===== src/rtl/lnk_pkg.sv =====
`timescale 1ns/1ps
package lnk_pkg;
  parameter int SPD_W   = 4;
  parameter int WID_W   = 6;
  parameter int SPD_MIN = 1;
  parameter int WID_MIN = 1;

  typedef struct packed {
    logic [WID_W-1:0] wid;
    logic [SPD_W-1:0] spd;
  } lnk_pair_t;

  // power of two, nonzero, no wider than the limit
  function automatic logic wid_supported(input logic [WID_W-1:0] w, input int max_w);
    return (w != '0) && ((w & (w - 1'b1)) == '0) && (int'(w) <= max_w);
  endfunction

  function automatic logic spd_supported(input logic [SPD_W-1:0] s, input int max_s);
    return (s != '0) && (int'(s) <= max_s);
  endfunction
endpackage


===== src/rtl/lnk_cap_derive.sv =====
`timescale 1ns/1ps
module lnk_cap_derive
  import lnk_pkg::*;
#(
  parameter int MAX_SPEED = 4,
  parameter int MAX_WIDTH = 32
) (
  input  logic [WID_W-1:0]     cfg_width,
  input  logic [SPD_W-1:0]     cfg_speed,
  output lnk_pair_t            max_pair,
  output logic                 bw_notify,
  output logic                 dll_rpt,
  output logic                 link_up,
  output logic [SPD_W-1:0]     tgt_speed,
  output logic [MAX_SPEED-1:0] sup_vec
);
  localparam logic [SPD_W-1:0] SPD_LO = SPD_W'(SPD_MIN);
  localparam logic [WID_W-1:0] WID_LO = WID_W'(WID_MIN);

  logic above_base;

  always_comb begin
    max_pair.wid = wid_supported(cfg_width, MAX_WIDTH) ? cfg_width : WID_LO;
    max_pair.spd = spd_supported(cfg_speed, MAX_SPEED) ? cfg_speed : SPD_LO;
    above_base   = (max_pair.spd > SPD_LO);
    bw_notify    = above_base || (max_pair.wid > WID_LO);
    dll_rpt      = above_base;
    link_up      = above_base;
    tgt_speed    = above_base ? max_pair.spd : '0;
  end

  // one flag per speed; listed only when the speed is past 5 GT/s
  for (genvar k = 0; k < MAX_SPEED; k++) begin : g_sup
    assign sup_vec[k] = (int'(max_pair.spd) > 2) && (int'(max_pair.spd) > k);
  end
endmodule


===== src/rtl/lnk_sync_clamp.sv =====
`timescale 1ns/1ps
module lnk_sync_clamp
  import lnk_pkg::*;
#(
  parameter int MAX_WIDTH = 32
) (
  input  logic      clk,
  input  logic      rst,
  input  logic      sync,
  input  logic      ds_present,
  input  lnk_pair_t ds_pair,
  input  lnk_pair_t max_pair,
  output lnk_pair_t neg_pair
);
  localparam logic [SPD_W-1:0] SPD_LO = SPD_W'(SPD_MIN);
  localparam logic [WID_W-1:0] WID_LO = WID_W'(WID_MIN);

  lnk_pair_t nxt;

  always_comb begin
    if (!ds_present) begin
      nxt = max_pair;
    end else begin
      if (ds_pair.wid > max_pair.wid)                nxt.wid = max_pair.wid;
      else if (!wid_supported(ds_pair.wid, MAX_WIDTH)) nxt.wid = WID_LO;
      else                                           nxt.wid = ds_pair.wid;
      if (ds_pair.spd > max_pair.spd)  nxt.spd = max_pair.spd;
      else if (ds_pair.spd == '0)      nxt.spd = SPD_LO;
      else                             nxt.spd = ds_pair.spd;
    end
  end

  always_ff @(posedge clk) begin
    if (rst) begin
      neg_pair.wid <= WID_LO;
      neg_pair.spd <= SPD_LO;
    end else if (sync) begin
      neg_pair <= nxt;
    end
  end

  assert_reset_val_R6: assert property (@(posedge clk) disable iff (rst)
    $past(rst) |-> (neg_pair.wid == WID_LO && neg_pair.spd == SPD_LO));
  assert_hold_R10: assert property (@(posedge clk) disable iff (rst)
    (!$past(rst) && !$past(sync)) |-> $stable(neg_pair));
  assert_absent_copy_R7: assert property (@(posedge clk) disable iff (rst)
    (!$past(rst) && $past(sync) && !$past(ds_present)) |-> (neg_pair == $past(max_pair)));
  assert_wid_clamp_R8: assert property (@(posedge clk) disable iff (rst)
    (!$past(rst) && $past(sync)) |-> (neg_pair.wid <= $past(max_pair.wid) && neg_pair.wid != '0));
  assert_spd_clamp_R9: assert property (@(posedge clk) disable iff (rst)
    (!$past(rst) && $past(sync)) |-> (neg_pair.spd <= $past(max_pair.spd) && neg_pair.spd != '0));
endmodule


===== src/rtl/lnk_reg_read.sv =====
`timescale 1ns/1ps
module lnk_reg_read
  import lnk_pkg::*;
#(
  parameter int DATA_W    = 32,
  parameter int ADDR_W    = 2,
  parameter int MAX_SPEED = 4
) (
  input  logic                 clk,
  input  logic                 rst,
  input  logic                 rd_en,
  input  logic [ADDR_W-1:0]    rd_addr,
  input  lnk_pair_t            max_pair,
  input  lnk_pair_t            neg_pair,
  input  logic                 bw_notify,
  input  logic                 dll_rpt,
  input  logic                 link_up,
  input  logic [SPD_W-1:0]     tgt_speed,
  input  logic [MAX_SPEED-1:0] sup_vec,
  output logic [DATA_W-1:0]    rd_data
);
  logic [DATA_W-1:0] word_sel;

  always_comb begin
    case (rd_addr)
      ADDR_W'(0): word_sel = DATA_W'({dll_rpt, bw_notify, max_pair.wid, max_pair.spd});
      ADDR_W'(1): word_sel = DATA_W'({link_up, neg_pair.wid, neg_pair.spd});
      ADDR_W'(2): word_sel = DATA_W'(tgt_speed);
      ADDR_W'(3): word_sel = DATA_W'(sup_vec);
      default:    word_sel = '0;
    endcase
  end

  always_ff @(posedge clk) begin
    if (rst)        rd_data <= '0;
    else if (rd_en) rd_data <= word_sel;
  end

  assert_rd_hold_R11: assert property (@(posedge clk) disable iff (rst)
    (!$past(rst) && !$past(rd_en)) |-> $stable(rd_data));
  assert_rd_neg_R11: assert property (@(posedge clk) disable iff (rst)
    (!$past(rst) && $past(rd_en) && $past(rd_addr) == ADDR_W'(1))
      |-> (rd_data[SPD_W+WID_W-1:0] == $past(neg_pair)));
endmodule


===== src/rtl/lnk_status_ctrl.sv =====
`timescale 1ns/1ps
module lnk_status_ctrl
  import lnk_pkg::*;
#(
  parameter int MAX_SPEED = 4,
  parameter int MAX_WIDTH = 32,
  parameter int DATA_W    = 32,
  parameter int ADDR_W    = 2
) (
  input  logic                 clk,
  input  logic                 rst,
  input  logic [WID_W-1:0]     cfg_width,
  input  logic [SPD_W-1:0]     cfg_speed,
  input  logic                 ds_present,
  input  logic [WID_W-1:0]     ds_width,
  input  logic [SPD_W-1:0]     ds_speed,
  input  logic                 sync,
  input  logic                 rd_en,
  input  logic [ADDR_W-1:0]    rd_addr,
  output logic [WID_W-1:0]     cap_max_width,
  output logic [SPD_W-1:0]     cap_max_speed,
  output logic                 cap_bw_notify,
  output logic                 cap_dll_rpt,
  output logic                 lnk_active,
  output logic [SPD_W-1:0]     tgt_speed,
  output logic [MAX_SPEED-1:0] sup_speeds,
  output logic [WID_W-1:0]     neg_width,
  output logic [SPD_W-1:0]     neg_speed,
  output logic [DATA_W-1:0]    rd_data
);
  lnk_pair_t max_pair, neg_pair, ds_pair;

  assign ds_pair.wid = ds_width;
  assign ds_pair.spd = ds_speed;

  lnk_cap_derive #(.MAX_SPEED(MAX_SPEED), .MAX_WIDTH(MAX_WIDTH)) cap_i (
    .cfg_width (cfg_width),
    .cfg_speed (cfg_speed),
    .max_pair  (max_pair),
    .bw_notify (cap_bw_notify),
    .dll_rpt   (cap_dll_rpt),
    .link_up   (lnk_active),
    .tgt_speed (tgt_speed),
    .sup_vec   (sup_speeds)
  );

  lnk_sync_clamp #(.MAX_WIDTH(MAX_WIDTH)) clamp_i (
    .clk        (clk),
    .rst        (rst),
    .sync       (sync),
    .ds_present (ds_present),
    .ds_pair    (ds_pair),
    .max_pair   (max_pair),
    .neg_pair   (neg_pair)
  );

  lnk_reg_read #(.DATA_W(DATA_W), .ADDR_W(ADDR_W), .MAX_SPEED(MAX_SPEED)) rd_i (
    .clk       (clk),
    .rst       (rst),
    .rd_en     (rd_en),
    .rd_addr   (rd_addr),
    .max_pair  (max_pair),
    .neg_pair  (neg_pair),
    .bw_notify (cap_bw_notify),
    .dll_rpt   (cap_dll_rpt),
    .link_up   (lnk_active),
    .tgt_speed (tgt_speed),
    .sup_vec   (sup_speeds),
    .rd_data   (rd_data)
  );

  assign cap_max_width = max_pair.wid;
  assign cap_max_speed = max_pair.spd;
  assign neg_width     = neg_pair.wid;
  assign neg_speed     = neg_pair.spd;

  assert_tgt_match_R4: assert property (@(posedge clk) disable iff (rst)
    (tgt_speed != '0) |-> (tgt_speed == cap_max_speed && lnk_active));
  assert_notify_R2: assert property (@(posedge clk) disable iff (rst)
    (cap_max_width > WID_W'(WID_MIN)) |-> cap_bw_notify);
endmodule


===== config.mk =====
export PLATFORM = sky130hd
export DESIGN_NAME = lnk_status_ctrl
export DESIGN_NICKNAME = d
export VERILOG_FILES = /design/src/rtl/lnk_pkg.sv /design/src/rtl/lnk_cap_derive.sv /design/src/rtl/lnk_sync_clamp.sv /design/src/rtl/lnk_reg_read.sv /design/src/rtl/lnk_status_ctrl.sv
export SDC_FILE = /design/constraint.sdc
export NUM_CORES = 1
export LEC_CHECK = 0
export CORE_MARGIN = 2
export CORE_UTILIZATION = 45
export CTS_BUF_LIST = sky130_fd_sc_hd__clkbuf_4 sky130_fd_sc_hd__clkbuf_8
export DETAILED_ROUTE_END_ITERATION = 8
export PLACE_DENSITY_LB_ADDON = 0.1
export SLEW_MARGIN = 20
export SYNTH_ARGS = -nofsm -noshare
export SYNTH_HDL_FRONTEND = slang
export SYNTH_SLANG_ARGS = --single-unit

===== constraint.sdc =====
create_clock -name clk -period 5.1 [get_ports clk]
set_input_delay 0.765 -clock clk [delete_from_list [all_inputs] [get_ports clk]]
set_output_delay 0.765 -clock clk [all_outputs]
set_load 0.05 [all_outputs]

==> metrics.txt <==
global route total overflow 0; # DRC 0; die area around 4600 µm²; Power, Total 0.507 mW; htree depth 1; post-placement cell area about 2400 µm²; CP required approximately 4.3 ns; die boundary height between 60 and 70 µm; Max Slew Vio Count 0; Avg Cell Area, Syn 7.49 µm²; Worst Path Arrival ~3 ns; DRT Pass-1 Iters 4; Worst Max-Slew Pin Slew 0.844 ns; crit start category input pin; clk root buf clkbuf_8; worst-skew pair later-pin latency 0.26 ns; Hold Crit Start rd_i.rd_data[0]$_SDFFE_PP0P_; setup TNS 0 ns; worst r2r path cells 3; Worst R2R Start clamp_i.neg_pair[3]$_SDFFE_PP0P_; Tot GR Track Use approximately 21%; fmax 265 MHz; Worst Hold Path Cells 2; critical path type input pin to output port; cts hold-fix bufs 0; Initial Util 46.0%; Synth-to-Final Area Change 35.6%; CP endpoint kind output port; initial antenna violation count 0; cts repair resizes 0; clock buffer depth 2; Cell Pwr Density a little over 200 nW/µm²; commonest non-fill, non-tap cell in the layout clkdlybuf4s50_1; max cap viols 0; Clock transition at path regs roughly 0.080 ns; VDD IR-drop max between 0.1 and 0.15 mV; DR vias/cell about 5.3; number of flops mapped to enable cells by yosys 0; hold path endpoint rd_i.rd_data[0]$_SDFFE_PP0P_; Leak just under 1 nW; critical path peak fanout 6; FF-to-FF End rd_i.rd_data[3]$_SDFFE_PP0P_; Final setup viols 0; # diodes 0; most frequent cells in the layout clkdlybuf4s50_1, conb_1, nor2_1, dfxtp_1, a21oi_1; vias in the first global route between 1500 and 2000; async set-reset flop share out of synthesis 0%; status finished, final reports clean; Gate power share between 30 and 40%; share of cells above drive strength 1 approximately 3.3%; Unique masters post-synth 46; unrepaired setup endpoints after global routing no; Syn Inst Count 242; cts bufs inserted 3; Fin. Hold Viols 0; Final Cycle Share 73.9%; flop-to-flop setup slack between 4 and 5 ns; clk sinks 22; Clk pwr share 25.0%; final hold slack 0.472 ns; fin crit period around 3.8 ns; ys flop type dfxtp_1; final worst clock skew 0.00123 ns; DP HPWL between 3 and 4 mm; pre-CTS setup slack 1.34 ns; Vias around 1800; Routability Congestion 0.810; worst hold path type flop to flop; Psw 0.195 mW; cell internal pwr just over 0.3 mW; post-route cell area ~2500 µm²; CTS tree built; Seq/Total Area, Yosys around 24%; IO Count 90; initial DRC count about 110; Sw Ratio approximately two fifths; Setup WS post-layout between 1 and 1.5 ns; largest net degree at the start of global routing 24; wire per inst between 10 and 15 µm; first-pass GRT wire length about 7.3 mm; synthesis warning total 0; CORE AREA 3940 µm²; Post-CTS Setup Inserts 0; post-synthesis cell area 1810 µm²; Rel. slew slack between 40% and 50%; Total Nets Final approximately 340; floorplan row count 23; Seq cells post-synth 22; IO Port Bufs 67; Die W 67.5 µm; post-route ant nets 0; drt total wl roughly 4.6 mm; Flop pwr share a little over a third
## registers in the layout (all words and copies together) (netlist names)
signal and flops:
clamp_i.neg_pair 10, rd_i.rd_data 12
## power groups by stage
stage | logic [mW] | registers [mW] | clock network (mW)
6_report | 0.196 | 0.184 | 0.127
5_1_grt | 0.211 | 0.185 | 0.137
4_1_cts | 0.197 | 0.184 | 0.129
3_5_place_dp | 0.196 | 0.188 | 0
3_3_place_gp | 0.195 | 0.188 | 0
2_1_floorplan | 0.124 | 0.211 | 0
## worst max-delay path: stages
cell	delay [ns]
clkdlybuf4s50_1	0.41
nor2_1	0.26
nand4b_1	0.29
and4_1	0.36
nand2_1	0.10
clkdlybuf4s50_1	0.80
## worst max path at each step
stage | to | cells past startpoint | slack (ns) | startpoint
2_1_floorplan | tgt_speed[0] | 3 | 1.29 | cfg_speed[1]
3_3_place_gp | cap_bw_notify | 6 | 1.37 | cfg_width[0]
3_5_place_dp | cap_bw_notify | 6 | 1.34 | cfg_width[0]
4_1_cts | cap_bw_notify | 6 | 1.32 | cfg_width[0]
5_1_grt | tgt_speed[0] | 5 | 1.14 | cfg_speed[2]
6_report | cap_bw_notify | 6 | 1.33 | cfg_width[0]
## cell type report
type,count,area [µm²]
Clock buffer,4,55.1
Fill cell,399,1480
Inverter,16,60.1
Multi-Input combinational cell,191,1170
Sequential cell,22,440
Tap cell,50,62.6
Timing Repair Buffer,67,671
## routing by layer
metal	vias to the layer above	part of all wire [%]	global-route usage, %	wire length [µm]
li1	928	-	-	-
met1	839	45	26.7	2080
met2	69	46	35.4	2100
met3	11	6.9	3.17	315
met4	0	2.0	6.38	93
met5	-	0	0	0
## cell families (layout without fill, tap and decap cells)
family          Yosys count  in the layout  share of synthesized area, %
fa+ha+maj                10             10                          6.90
buf+inv                  50             87                          15.5
flops                    22             22                          24.3
simple gates             97             97                          29.5
other cells               2             23                         0.414
xor+xnor                  2              2                         0.966
compound gates           57             57                          21.2
mux                       2              2                          1.17
## per-stage QoR
step	std cells	utilization, %
CTS	350	62.4
global placement	346	61.0
global route	350	62.4
floorplan	263	-
detailed placement	346	61.0
finish	350	62.4
## cells in the mapped netlist (2+ instances only)
master	number	area, µm²
ha_1	10	125
conb_1	2	7.51
a221oi_1	2	17.5
and2_1	3	18.8
o21ai_0	12	60.1
o2111ai_1	2	17.5
nor4_1	2	12.5
clkbuf_1	9	33.8
a31o_1	3	26.3
xor2_1	2	17.5
nand3_1	6	30.0
nand2_1	15	56.3
dfxtp_1	22	440
and4_1	2	17.5
buf_4	25	188
o22ai_1	3	18.8
inv_1	16	60.1
nand2b_1	10	62.6
nand4b_1	7	61.3
a21oi_1	17	85.1
a311oi_1	2	17.5
o21ba_2	3	30.0
nor2b_1	12	75.1
nand4_1	3	18.8
o21ai_1	2	10.0
o211ai_1	3	22.5
nor3b_1	3	22.5
nor2_1	22	82.6
nor3_1	5	25.0
(Power assumes the default switching activity.)
